## src/rtl/sfag_pkg.sv

```systemverilog
package sfag_pkg;
  localparam int LINE_WORD_W    = 32;
  localparam int LINE_LEN_W     = 18;
  localparam int STRIDE_FIELD_W = LINE_WORD_W - LINE_LEN_W;
  localparam int STRIDE_UNIT_LG = 4;
  localparam int STRIDE_W       = STRIDE_FIELD_W + STRIDE_UNIT_LG;

  typedef enum logic {
    WALK_LINES = 1'b0,
    WALK_PAGES = 1'b1
  } walk_mode_e;

  function automatic logic [LINE_LEN_W-1:0] line_bytes(input logic [LINE_WORD_W-1:0] w);
    return w[LINE_LEN_W-1:0];
  endfunction

  function automatic logic [STRIDE_W-1:0] stride_bytes(input logic [LINE_WORD_W-1:0] w);
    return {w[LINE_WORD_W-1:LINE_LEN_W], {STRIDE_UNIT_LG{1'b0}}};
  endfunction
endpackage

```

## src/rtl/sfag_frag_sel.sv

```systemverilog
module sfag_frag_sel #(
  parameter int N_FRAG = 5,
  parameter int ADDR_W = 48,
  parameter int IDX_W  = 3
) (
  input  logic [N_FRAG*ADDR_W-1:0] flat,
  input  logic [IDX_W-1:0]         idx,
  output logic [ADDR_W-1:0]        base
);
  logic [ADDR_W-1:0] slots [N_FRAG];

  generate
    for (genvar g = 0; g < N_FRAG; g++) begin : g_slot
      assign slots[g] = flat[g*ADDR_W +: ADDR_W];
    end
  endgenerate

  always_comb begin
    base = '0;
    for (int i = 0; i < N_FRAG; i++) begin
      if (idx == IDX_W'(i)) base = slots[i];
    end
  end
endmodule

```

## src/rtl/sfag_step_calc.sv

```systemverilog
module sfag_step_calc
  import sfag_pkg::*;
#(
  parameter int LEN_W   = 32,
  parameter int PAGE_LG = 12,
  parameter int N_FRAG  = 5,
  parameter int IDX_W   = 3
) (
  input  walk_mode_e            mode,
  input  logic [PAGE_LG-1:0]    page_off,
  input  logic [LEN_W-1:0]      remaining,
  input  logic [LINE_LEN_W-1:0] line_len,
  input  logic [IDX_W-1:0]      frag_idx,
  output logic [LEN_W-1:0]      step_len,
  output logic [LEN_W-1:0]      rem_after,
  output logic                  is_last
);
  localparam logic [LEN_W-1:0] PAGE_BYTES = LEN_W'(1) << PAGE_LG;

  function automatic logic [LEN_W-1:0] page_room(input logic [PAGE_LG-1:0] off);
    return PAGE_BYTES - LEN_W'(off);
  endfunction

  function automatic logic [LEN_W-1:0] clamp_len(input logic [LEN_W-1:0] want,
                                                 input logic [LEN_W-1:0] left);
    return (want < left) ? want : left;
  endfunction

  logic [LEN_W-1:0] raw_len;

  always_comb begin
    raw_len   = (mode == WALK_PAGES) ? page_room(page_off) : LEN_W'(line_len);
    step_len  = clamp_len(raw_len, remaining);
    rem_after = remaining - step_len;
    is_last   = (rem_after == '0) ||
                ((mode == WALK_PAGES) && (frag_idx == IDX_W'(N_FRAG - 1)));
  end
endmodule

```

## src/rtl/stride_frag_addr_gen.sv

```systemverilog
module stride_frag_addr_gen
  import sfag_pkg::*;
#(
  parameter int ADDR_W  = 48,
  parameter int LEN_W   = 32,
  parameter int N_FRAG  = 5,
  parameter int PAGE_LG = 12
) (
  input  logic                     clk,
  input  logic                     rst_n,
  input  logic                     start,
  input  logic [LEN_W-1:0]         xfer_size,
  input  logic [LINE_WORD_W-1:0]   line_word,
  input  logic                     frag_mode,
  input  logic [N_FRAG*ADDR_W-1:0] frag_base_flat,
  input  logic                     rd_err,
  output logic                     req_valid,
  input  logic                     req_ready,
  output logic [ADDR_W-1:0]        req_addr,
  output logic [LEN_W-1:0]         req_len,
  output logic                     busy,
  output logic                     done,
  output logic                     size_err,
  output logic                     data_err
);
  localparam int IDX_W = $clog2(N_FRAG + 1);
  localparam logic [LEN_W:0] PAGE_BYTES_X = (LEN_W+1)'(1) << PAGE_LG;

  walk_mode_e            mode_q;
  logic [ADDR_W-1:0]     cur_addr_q;
  logic [LEN_W-1:0]      rem_q;
  logic [IDX_W-1:0]      fidx_q;
  logic [LINE_LEN_W-1:0] line_q;
  logic [STRIDE_W-1:0]   stride_q;
  logic                  busy_q, done_q, serr_q, derr_q;

  // Named events, used both by the logic and by the assertions
  logic                  start_ok, accept_w, abort_w;
  logic [LEN_W-1:0]      step_len_w, rem_after_w;
  logic                  last_w;
  logic [IDX_W-1:0]      sel_idx_w;
  logic [ADDR_W-1:0]     sel_base_w;
  logic [LINE_LEN_W-1:0] line_in_w;

  assign start_ok  = start && !busy_q;
  assign abort_w   = busy_q && rd_err;
  assign accept_w  = busy_q && req_ready && !rd_err;
  assign sel_idx_w = busy_q ? (fidx_q + IDX_W'(1)) : '0;
  assign line_in_w = line_bytes(line_word);

  sfag_frag_sel #(.N_FRAG(N_FRAG), .ADDR_W(ADDR_W), .IDX_W(IDX_W)) u_sel (
    .flat (frag_base_flat),
    .idx  (sel_idx_w),
    .base (sel_base_w)
  );

  sfag_step_calc #(.LEN_W(LEN_W), .PAGE_LG(PAGE_LG), .N_FRAG(N_FRAG), .IDX_W(IDX_W)) u_calc (
    .mode      (mode_q),
    .page_off  (cur_addr_q[PAGE_LG-1:0]),
    .remaining (rem_q),
    .line_len  (line_q),
    .frag_idx  (fidx_q),
    .step_len  (step_len_w),
    .rem_after (rem_after_w),
    .is_last   (last_w)
  );

  always_ff @(posedge clk or negedge rst_n) begin
    if (!rst_n) begin
      mode_q     <= WALK_LINES;
      cur_addr_q <= '0;
      rem_q      <= '0;
      fidx_q     <= '0;
      line_q     <= '0;
      stride_q   <= '0;
      busy_q     <= 1'b0;
      done_q     <= 1'b0;
      serr_q     <= 1'b0;
      derr_q     <= 1'b0;
    end else begin
      done_q <= 1'b0;
      serr_q <= 1'b0;
      derr_q <= 1'b0;
      if (start_ok) begin
        mode_q     <= walk_mode_e'(frag_mode);
        line_q     <= line_in_w;
        stride_q   <= stride_bytes(line_word);
        rem_q      <= xfer_size;
        fidx_q     <= '0;
        cur_addr_q <= sel_base_w;
        if (xfer_size == '0) begin
          done_q <= 1'b1;
        end else if (!frag_mode && (line_in_w == '0)) begin
          done_q <= 1'b1;
          serr_q <= 1'b1;
        end else begin
          busy_q <= 1'b1;
        end
      end else if (abort_w) begin
        busy_q <= 1'b0;
        derr_q <= 1'b1;
      end else if (accept_w) begin
        rem_q <= rem_after_w;
        if (mode_q == WALK_PAGES) begin
          fidx_q     <= fidx_q + IDX_W'(1);
          cur_addr_q <= sel_base_w;
        end else begin
          cur_addr_q <= cur_addr_q + ADDR_W'(stride_q);
        end
        if (last_w) begin
          busy_q <= 1'b0;
          done_q <= 1'b1;
        end
      end
    end
  end

  assign req_valid = busy_q;
  assign req_addr  = cur_addr_q;
  assign req_len   = step_len_w;
  assign busy      = busy_q;
  assign done      = done_q;
  assign size_err  = serr_q;
  assign data_err  = derr_q;

  // Assertions next to the logic they guard
  assert_hold_R6: assert property (@(posedge clk) disable iff (!rst_n)
    (req_valid && !req_ready && !rd_err) |=> (req_valid && $stable(req_addr) && $stable(req_len)));

  assert_len_in_budget_R3: assert property (@(posedge clk) disable iff (!rst_n)
    req_valid |-> (req_len <= rem_q) && (req_len != '0));

  assert_page_edge_R4: assert property (@(posedge clk) disable iff (!rst_n)
    (req_valid && mode_q == WALK_PAGES) |->
      ((LEN_W+1)'(req_addr[PAGE_LG-1:0]) + (LEN_W+1)'(req_len) <= PAGE_BYTES_X));

  assert_stride_step_R3: assert property (@(posedge clk) disable iff (!rst_n)
    (accept_w && !last_w && mode_q == WALK_LINES) |=>
      (req_valid && req_addr == $past(req_addr) + ADDR_W'($past(stride_q))));

  assert_frag_limit_R5: assert property (@(posedge clk) disable iff (!rst_n)
    busy_q |-> (fidx_q < IDX_W'(N_FRAG)));

  assert_done_cause_R7: assert property (@(posedge clk) disable iff (!rst_n)
    done |-> $past(start_ok || (accept_w && last_w)));

  assert_abort_R10: assert property (@(posedge clk) disable iff (!rst_n)
    abort_w |=> (data_err && !req_valid && !done));

  assert_size_err_R9: assert property (@(posedge clk) disable iff (!rst_n)
    size_err |-> (done && !req_valid));
endmodule

```

## config.mk

```make
export PLATFORM = sky130hd
export DESIGN_NAME = stride_frag_addr_gen
export DESIGN_NICKNAME = d
export VERILOG_FILES = /design/src/rtl/sfag_pkg.sv /design/src/rtl/sfag_frag_sel.sv /design/src/rtl/sfag_step_calc.sv /design/src/rtl/stride_frag_addr_gen.sv
export SDC_FILE = /design/constraint.sdc
export NUM_CORES = 1
export LEC_CHECK = 0
export BUFFER_PORTS_ARGS = -buffer_cell sky130_fd_sc_hd__buf_2
export CORE_ASPECT_RATIO = 2
export CORE_MARGIN = 10
export CORE_UTILIZATION = 50
export CTS_BUF_LIST = sky130_fd_sc_hd__clkbuf_8 sky130_fd_sc_hd__clkbuf_16
export DETAILED_ROUTE_END_ITERATION = 12
export PLACE_DENSITY_LB_ADDON = 0.08
export SLEW_MARGIN = 25
export SYNTH_ARGS = -nofsm -noshare
export SYNTH_HDL_FRONTEND = slang
export SYNTH_SLANG_ARGS = --single-unit
```

## constraint.sdc

```tcl
create_clock -name clk -period 7.3 [get_ports clk]
set_clock_uncertainty 0.2 [all_clocks]
set_input_delay 1.095 -clock clk [delete_from_list [all_inputs] [get_ports clk]]
set_output_delay 1.095 -clock clk [all_outputs]
set_load 0.01 [all_outputs]
```

==> results of run 1 <==
cells in the mapped netlist (all sizes together), types with 16 or more instances:
cell	instances	area share
nand2	203	0.073
a21oi	127	0.061
dfrtp	120	0.29
o21ai	82	0.040
nor2	81	0.029
mux2i	53	0.051
ha	52	0.062
clkbuf	50	0.018
buf	41	0.023
inv	41	0.015
mux2	37	0.040
nor3	37	0.018
nand3	30	0.015
a311oi	28	0.024
nor4	21	0.013
and3	18	0.011
a211oi	17	0.012
xnor2	17	0.014
a22oi	16	0.012
xor2	16	0.013
metrics by stage:
stage / cell area [sq um] / cells
2_1_floorplan: 10500 / 1313
3_3_place_gp: 12600 / 1900
3_5_place_dp: 12600 / 1900
4_1_cts: 13100 / 1931
5_1_grt: 13200 / 1933
6_report: 13200 / 1942
logic make-up (layout without fill, tap and decap cells):
group                      count (synthesis)  after routing  share of synthesized area
xor gates and xnor gates                  33             33                     0.0277
other                                      1             25                   0.000360
DFF                                      120            120                      0.288
and+or+nand+nor                          463            463                      0.208
buffers and inverters                    132            484                     0.0562
adders and majority gates                 54             54                     0.0663
AOI/OAI and AO/OA                        407            407                      0.262
muxes                                     90             90                     0.0909
path summary, 6_finish.rpt:
kind	start	end	depth (start not counted)
worst max-delay path	req_addr[5]	busy	24
worst min-delay path	line_q[15]	line_q[15]	2
worst max register to register	req_addr[5]	busy	24
worst min register to register	line_q[15]	line_q[15]	2
max in group asynchronous	rst_n	fidx_q[0]	2
min in group asynchronous	rst_n	mode_q	1
flip-flops by register name, indices dropped and copies added (netlist names):
name      cells
done          1
line_q       18
data_err      1
mode_q        1
busy          1
size_err      1
req_addr     48
rem_q        32
fidx_q        3
stride_q     14
layout make-up:
class                      count  area share
multi-input combinational   1061       0.526
sequential                   120       0.228
timing repair buffer         412       0.164
clock buffer                  20      0.0354
tap                          266      0.0252
inverter                      41      0.0117
clock inverter                11     0.00816
antenna                       11     0.00209
worst max-delay path, cell delays in order, from the launching register on:
cell and delay, ps:
dfrtp_1 390, or4_1 630, nor4_2 230, nor2b_1 200, xnor2_1 90, mux2_2 300
ha_1 300, a21o_1 110, a21o_1 100, a21o_1 100, a21oi_1 50, o21ai_0 190
a21oi_2 110, or4_4 580, mux2_1 380, fa_1 480, and2b_1 310, o2111ai_1 190
and3_4 260, o21ai_2 170, nor3_1 60, or4_4 540, nor4b_2 380, a31oi_1 160
a221o_1 350
layer usage:
layer / GRT usage / up-vias / wire length [um]
met3: 0.128 / 183 / 5760
met5: 0 / - / 90
met4: 0.236 / 14 / 3780
met2: 0.646 / 764 / 26400
li1: - / 5540 / -
met1: 0.361 / 5860 / 16600
power groups by stage:
stage                     Combinational, mW  Clock, mW  Sequential (mW)
after CTS                              3.94      0.842             1.29
after global routing                   4.33      0.872             1.33
after global placement                 3.88          0             1.28
after detailed placement               3.91          0             1.29
final                                  4.02      0.837             1.31
after floorplan                        2.52          0             1.23
==> flow_summary.ini, run 1 <==
[die]
start_util = 0.509
core-area_sq_um = 20500
rows = 74
fp.dieH_um = 224
die_x_um = 122
die_area_sq_um = 27400
pin_count = 395

[clock_tree]
clkLatencyLatePin_ps = 430
ctsHoldBuffers = 0
cts_resized = 0
cts-buffers-inserted = 17
cts_tree = built
htreeDepth = 4
clockBufferDepth = 2
post_cts_buffers = 0
cts_num_sinks = 120
path_clk_slew_ps = 60
cts_root_buffer = clkbuf_16

[place]
hpwl_um = 42700
dp_slack_ps = 178
port_buffers = 380
gp_congestion = 1.04

[power_and_ir_drop]
p_clk_frac = 0.136
intPower_mw = 2.97
peakVddDrop_v = 0.000353
power_density_nw_per_um2 = 467
combPwrFrac = 0.653
power_mw = 6.17
p_leak_nw = 6.32
p_sw_frac = 0.518
p_seq_frac = 0.212
p_sw_mw = 3.19

[synth]
synth_cell_type_count = 86
ys_warn_count = 0
syn_avg_cell_area_sq_um = 8.01
ys_ff_latch = 120
synth-main-ff-cell = dfrtp_1
yosysSeqAreaShare = 0.288
synthArstFlopShare = 1.00
synth_area_sq_um = 10400
synth_edf_count = 0
syn_inst = 1300

[finish]
nFillCells = 1909
syn_to_final_growth_pct = 26.6
drive_gt1_frac = 0.303
multiInputGateArea_sq_um = 6940
nets = 2017
post-route-util = 0.645
final_cell_mix = 379 x buf_2, 203 x nand2_1, 126 x a21oi_1, 119 x dfrtp_1, 79 x o21ai_0
layout_commonest_cell = buf_2
ff_latch_area_sq_um = 3000

[global_route]
grt_pass1_wl_um = 76400
grt_pass1_vias = 12354
grt_max_degree = 75
grt_overflow_total = 0
antenna_found_initial = 16
grtUsageTotal = 0.371

[worst_setup_path]
rrSetupSlack_ps = 320
crit_path_end_kind = register
cp-start-kind = register
crit_type = register to register
cp.required_ps = 7400
cp.arrival_ps = 7080
crit_fanout = 5

[route]
via_per_inst = 6.37
wire_per_inst_um = 27.1
drt-pass1-iter-count = 7
ant_nets = 0
post-route-drc-count = 0
drtIter0Drc = 1185
finalWirelength_um = 52600
vias = 12361

[sta]
setup_ws_ps = 322
holdWs_ps = 273
slew_headroom = 0.291
worstMarginPinSlew_ps = 1060
fmax_mhz = 143
drv_slew = 0
finalHoldViolCount = 0
tns_ps = 0
min_period_ps = 6980
finalCritPeriodShare = 0.956
finalSetupViolations = 0

[run_status]
status = finished clean

[flow_run]
drv_cap = 0

[min_path]
hold_class = register to register
(Power assumes the default switching activity.)
==> run 2: changes to the inputs <==
- RECOVER_POWER: not set -> 50
==> run 2 against run 1 <==
Critical path depth stayed put; worst setup slack improved by 40 ps; highest routed layer unchanged; die area unchanged; cell count is the same; combinational power is essentially flat; via count shrank 0.58%; the run now ends with max-capacitance violations, max-slew violations left; fmax increased by 0.58%; sequential cell count unchanged.
==> flow_summary.ini, run 2 (same netlist as run 1, synthesis figures left out) <==
[global_route]
antenna_found_initial = 16
grt_overflow_total = 0
grt_max_degree = 75
grt_pass1_vias = 12354
grt_pass1_wl_um = 76400
grtUsageTotal = 0.371

[power_and_ir_drop]
p_leak_nw = 6.28
p_clk_frac = 0.136
peakVddDrop_v = 0.000352
intPower_mw = 2.97
power_mw = 6.16
p_seq_frac = 0.212
combPwrFrac = 0.652
power_density_nw_per_um2 = 468
p_sw_frac = 0.518
p_sw_mw = 3.19

[die]
pin_count = 395
die_x_um = 122
fp.dieH_um = 224
die_area_sq_um = 27400
start_util = 0.509
core-area_sq_um = 20500
rows = 74

[clock_tree]
clockBufferDepth = 2
clkLatencyLatePin_ps = 430
ctsHoldBuffers = 0
cts_tree = built
path_clk_slew_ps = 60
cts_root_buffer = clkbuf_16
cts_resized = 0
cts_num_sinks = 120
post_cts_buffers = 0
htreeDepth = 4
cts-buffers-inserted = 17

[worst_setup_path]
cp.required_ps = 7400
cp.arrival_ps = 7040
crit_fanout = 5
cp-start-kind = register
crit_path_end_kind = register
r2r_cells = 24
crit_type = register to register

[min_path]
whs_path_depth = 2
hold_class = register to register

[sta]
slew_headroom = -1.18
finalSetupViolations = 0
min_period_ps = 6940
fmax_mhz = 144
finalHoldViolCount = 0
finalCritPeriodShare = 0.950
drv_slew = 193
holdWs_ps = 273
worstMarginPinSlew_ps = 3270

[flow_run]
drv_cap = 3

[finish]
syn_to_final_growth_pct = 26.4
finalNonFillerCells = 1942
final_cell_mix = 374 x buf_2, 203 x nand2_1, 126 x a21oi_1, 119 x dfrtp_1, 79 x o21ai_0
nets = 2017
layout_commonest_cell = buf_2
post-route-util = 0.643
drive_gt1_frac = 0.298
nFillCells = 1913
largest_register_ffs = 48

[route]
post-route-drc-count = 0
finalWirelength_um = 52600
drt-pass1-iter-count = 6
ant_nets = 0
wire_per_inst_um = 27.1
via_per_inst = 6.33
drtIter0Drc = 1247
vias = 12289

[place]
hpwl_um = 42700
gp_congestion = 1.04
dpl.cell_count = 1900
port_buffers = 380

[run_status]
failed_checks = max-capacitance violations, max-slew violations
status = complete, but fails checks
## run 2: worst paths after layout
| kind | endpoint | slack, ps | from |
|---|---|---|---|
| min reg2reg | line_q[15] | 270 | line_q[15] |
| max reg2reg | busy | 360 | req_addr[5] |
| max in group asynchronous | fidx_q[0] | 2290 | rst_n |
| max | busy | 360 | req_addr[5] |
| min | line_q[15] | 270 | line_q[15] |
| min in group asynchronous | mode_q | 1350 | rst_n |
## run 2: worst max-delay path, stage by stage, from the launching register on
cell       delay (ps)
dfrtp_1           390
or4_1             620
nor4_2            230
nor2b_1           200
xnor2_1            90
mux2_2            300
ha_1              300
a21o_1            110
a21o_1            100
a21o_1            100
a21oi_1            50
o21ai_0           190
a21oi_2           110
or4_4             580
mux2_1            380
fa_1              480
and2b_1           300
o2111ai_1         190
and3_4            260
o21ai_2           150
nor3_1             60
or4_4             540
nor4b_2           380
a31oi_1           160
a221o_1           350
## run 2: layer usage
metal  track usage  wire (um)  up-vias
li1              -          -     5546
met1         0.361      16500     5818
met2         0.646      26300      732
met3         0.128       5840      179
met4         0.236       3820       14
met5             0         90        -
## run 2: through the flow
| stage | TNS [ps] | instance area, sq um | worst slack (ps) |
|---|---|---|---|
| after floorplan | 0 | 10500 | 609 |
| after global placement | 0 | 12600 | 340 |
| after detailed placement | 0 | 12600 | 178 |
| after CTS | 0 | 13100 | 107 |
| after global routing | -12.6 | 13100 | -12.6 |
| final | 0 | 13200 | 362 |
## run 2: final cells by class
class | instances | area, sq um | share of cell area
Antenna cell | 11 | 27.5 | 0.00209
Clock buffer | 20 | 467 | 0.0354
Clock inverter | 11 | 108 | 0.00817
Inverter | 41 | 154 | 0.0117
Multi-Input combinational cell | 1061 | 6930 | 0.527
Sequential cell | 120 | 3000 | 0.228
Tap cell | 266 | 333 | 0.0253
Timing Repair Buffer | 412 | 2140 | 0.163
## run 2: power groups by stage
stage / clock network (mW) / logic, mW / registers, mW
floorplan: 0 / 2.52 / 1.23
global route: 0.872 / 4.33 / 1.33
global placement: 0 / 3.88 / 1.28
detailed placement: 0 / 3.91 / 1.29
finish: 0.838 / 4.02 / 1.30
CTS: 0.842 / 3.94 / 1.29
==> run 3: changes to the inputs <==
- CORE_UTILIZATION: 50 -> 39
- GPL_TIMING_DRIVEN: not set -> 0
==> run 3 against run 2 <==
The run still ends with max-capacitance violations, max-slew violations left; worst hold slack got worse by 0.64 ps; global-route usage shrank 4.6 points; critical path depth is 2 higher; first-iteration DRC count shrank 36%; non-clock buffer count is 75 higher; register-to-register slack got worse by 190 ps; cell count up 7.9%; cell area up 5.1%; sequential cell count is the same.
==> flow_summary.ini, run 3 (same netlist as run 1, synthesis figures left out) <==
[worst_setup_path]
rrSetupSlack_ps = 180
crit_type = register to register
cp.arrival_ps = 7240
timing.rr.start = req_addr[6]
worst-path-buf-inv = 2
cp.required_ps = 7420
cpPeakStageDelay_ps = 600
r2r-end = busy
r2r_cells = 26
crit_path_end_kind = register
slowest_stage = or4_4
path_delay_family = simple AND/OR/NAND/NOR gates
crit_fanout = 6
cp-start-kind = register

[global_route]
grtUsageTotal = 0.324
antenna_found_initial = 23
grt_pass1_vias = 12715
grt_max_degree = 76
grt_pass1_wl_um = 81900
grt_overflow_total = 0

[clock_tree]
path_clk_slew_ps = 60
cts_num_sinks = 120
cts_root_buffer = clkbuf_16
clockBufferDepth = 2
cts-buffers-inserted = 17
clkLatencyLatePin_ps = 440
htreeDepth = 4
cts_tree = built

[finish]
final_area_sq_um = 13800
nets = 2092
drive_gt1_frac = 0.288
finalNonFillerCells = 2096
layout_commonest_cell = buf_2
final_cell_mix = 351 x buf_2, 203 x nand2_1, 123 x a21oi_1, 117 x dfrtp_1, 84 x clkbuf_1
syn_to_final_growth_pct = 32.8
nFillCells = 2664
largest_register_ffs = 48

[sta]
tns_ps = 0
finalHoldViolCount = 0
fmax_mhz = 140
min_period_ps = 7120
finalCritPeriodShare = 0.976
drv_slew = 46
worstMarginPinSlew_ps = 2860
slew_headroom = -0.904
setup_ws_ps = 176
finalSetupViolations = 0

[min_path]
hold_class = register to register
whs_path_depth = 2
holdPathEnd = line_q[16]
hold_path_startpoint = line_q[16]

[route]
wire_per_inst_um = 27.4
vias = 12313
drtIter0Drc = 800
post-route-drc-count = 0
ant_nets = 0
drt-pass1-iter-count = 7
finalWirelength_um = 57400
via_per_inst = 5.87

[die]
core-area_sq_um = 26300
pin_count = 395
fp.dieH_um = 251
die_x_um = 136
die_area_sq_um = 34000
rows = 84
start_util = 0.397

[place]
placed_cell_area_sq_um = 12800
hpwl_um = 48100
port_buffers = 380
gp_congestion = 1.04
dp_slack_ps = -848
dpl.cell_count = 2038

[flow_run]
drv_cap = 1

[run_status]
status = complete, but fails checks
failed_checks = max-capacitance violations, max-slew violations

[power_and_ir_drop]
power_mw = 6.47
power_density_nw_per_um2 = 467
p_leak_nw = 6.41
peakVddDrop_v = 0.000276
[run 3: changes by cell type in the layout (fill, tap and decap cells not counted), moves of 4 or more]
cell	before	now
buf_2	374	351
clkbuf_1	7	84
bufinv_16	2	6
buf_1	0	14
[run 3: what timing repair did]
action                                  CTS  global route
cloned                                    0             1
hold buffers                              0             0
resized for setup                        24            24
endpoints found under the setup margin   13             2
pin swaps                                 0            11
setup buffers                             0            15
[run 3: worst min-delay path, cell delays in order, from the launching register on]
cell and delay [ps]:
dfrtp_1 340, nand2_1 50, nand2_1 60
[run 3: report_power, final]
part | switching (mW) | internal, mW | total (mW) | leakage, nW
Clock | 0.340 | 0.657 | 0.997 | 0.332
Sequential | 0.377 | 0.939 | 1.32 | 1.44
Combinational | 2.60 | 1.55 | 4.15 | 4.64
Total | 3.32 | 3.15 | 6.47 | 6.41
[run 3: worst max path at each step]
stage	from	slack, ps	cells after the start	end
after floorplan	req_addr[5]	610	24	busy
after global placement	mode_q	-1180	22	busy
after detailed placement	req_addr[5]	-850	27	busy
after CTS	req_addr[5]	2	26	busy
after global routing	req_addr[6]	-7	26	busy
final	req_addr[6]	180	26	busy
[run 3: area by class of cell]
| type | count | area, sq um | share of cell area |
|---|---|---|---|
| multi-input cells | 1061 | 7070 | 0.511 |
| flip-flops and latches | 120 | 3010 | 0.217 |
| repair buffers | 397 | 2020 | 0.146 |
| clock buffers | 19 | 453 | 0.0327 |
| plain buffers | 90 | 450 | 0.0325 |
| well taps | 344 | 430 | 0.0311 |
| clock inverters | 13 | 225 | 0.0163 |
| inverters | 41 | 154 | 0.0111 |
| diodes | 11 | 27.5 | 0.00199 |
[run 3: through the flow]
stage,util,hold WS (ps)
after detailed placement,0.489,255
after floorplan,-,238
after global placement,0.487,256
after global routing,0.526,302
final,0.527,272
after CTS,0.518,270
[run 3: metal layers]
| layer | vias to the layer above | share of wire | wire length, um | track usage |
|---|---|---|---|---|
| met4 | 18 | 0.069 | 3960 | 0.212 |
| met1 | 5836 | 0.32 | 18400 | 0.295 |
| met5 | - | 0.0019 | 111 | 0 |
| li1 | 5696 | - | - | - |
| met3 | 167 | 0.082 | 4690 | 0.102 |
| met2 | 596 | 0.53 | 30200 | 0.594 |
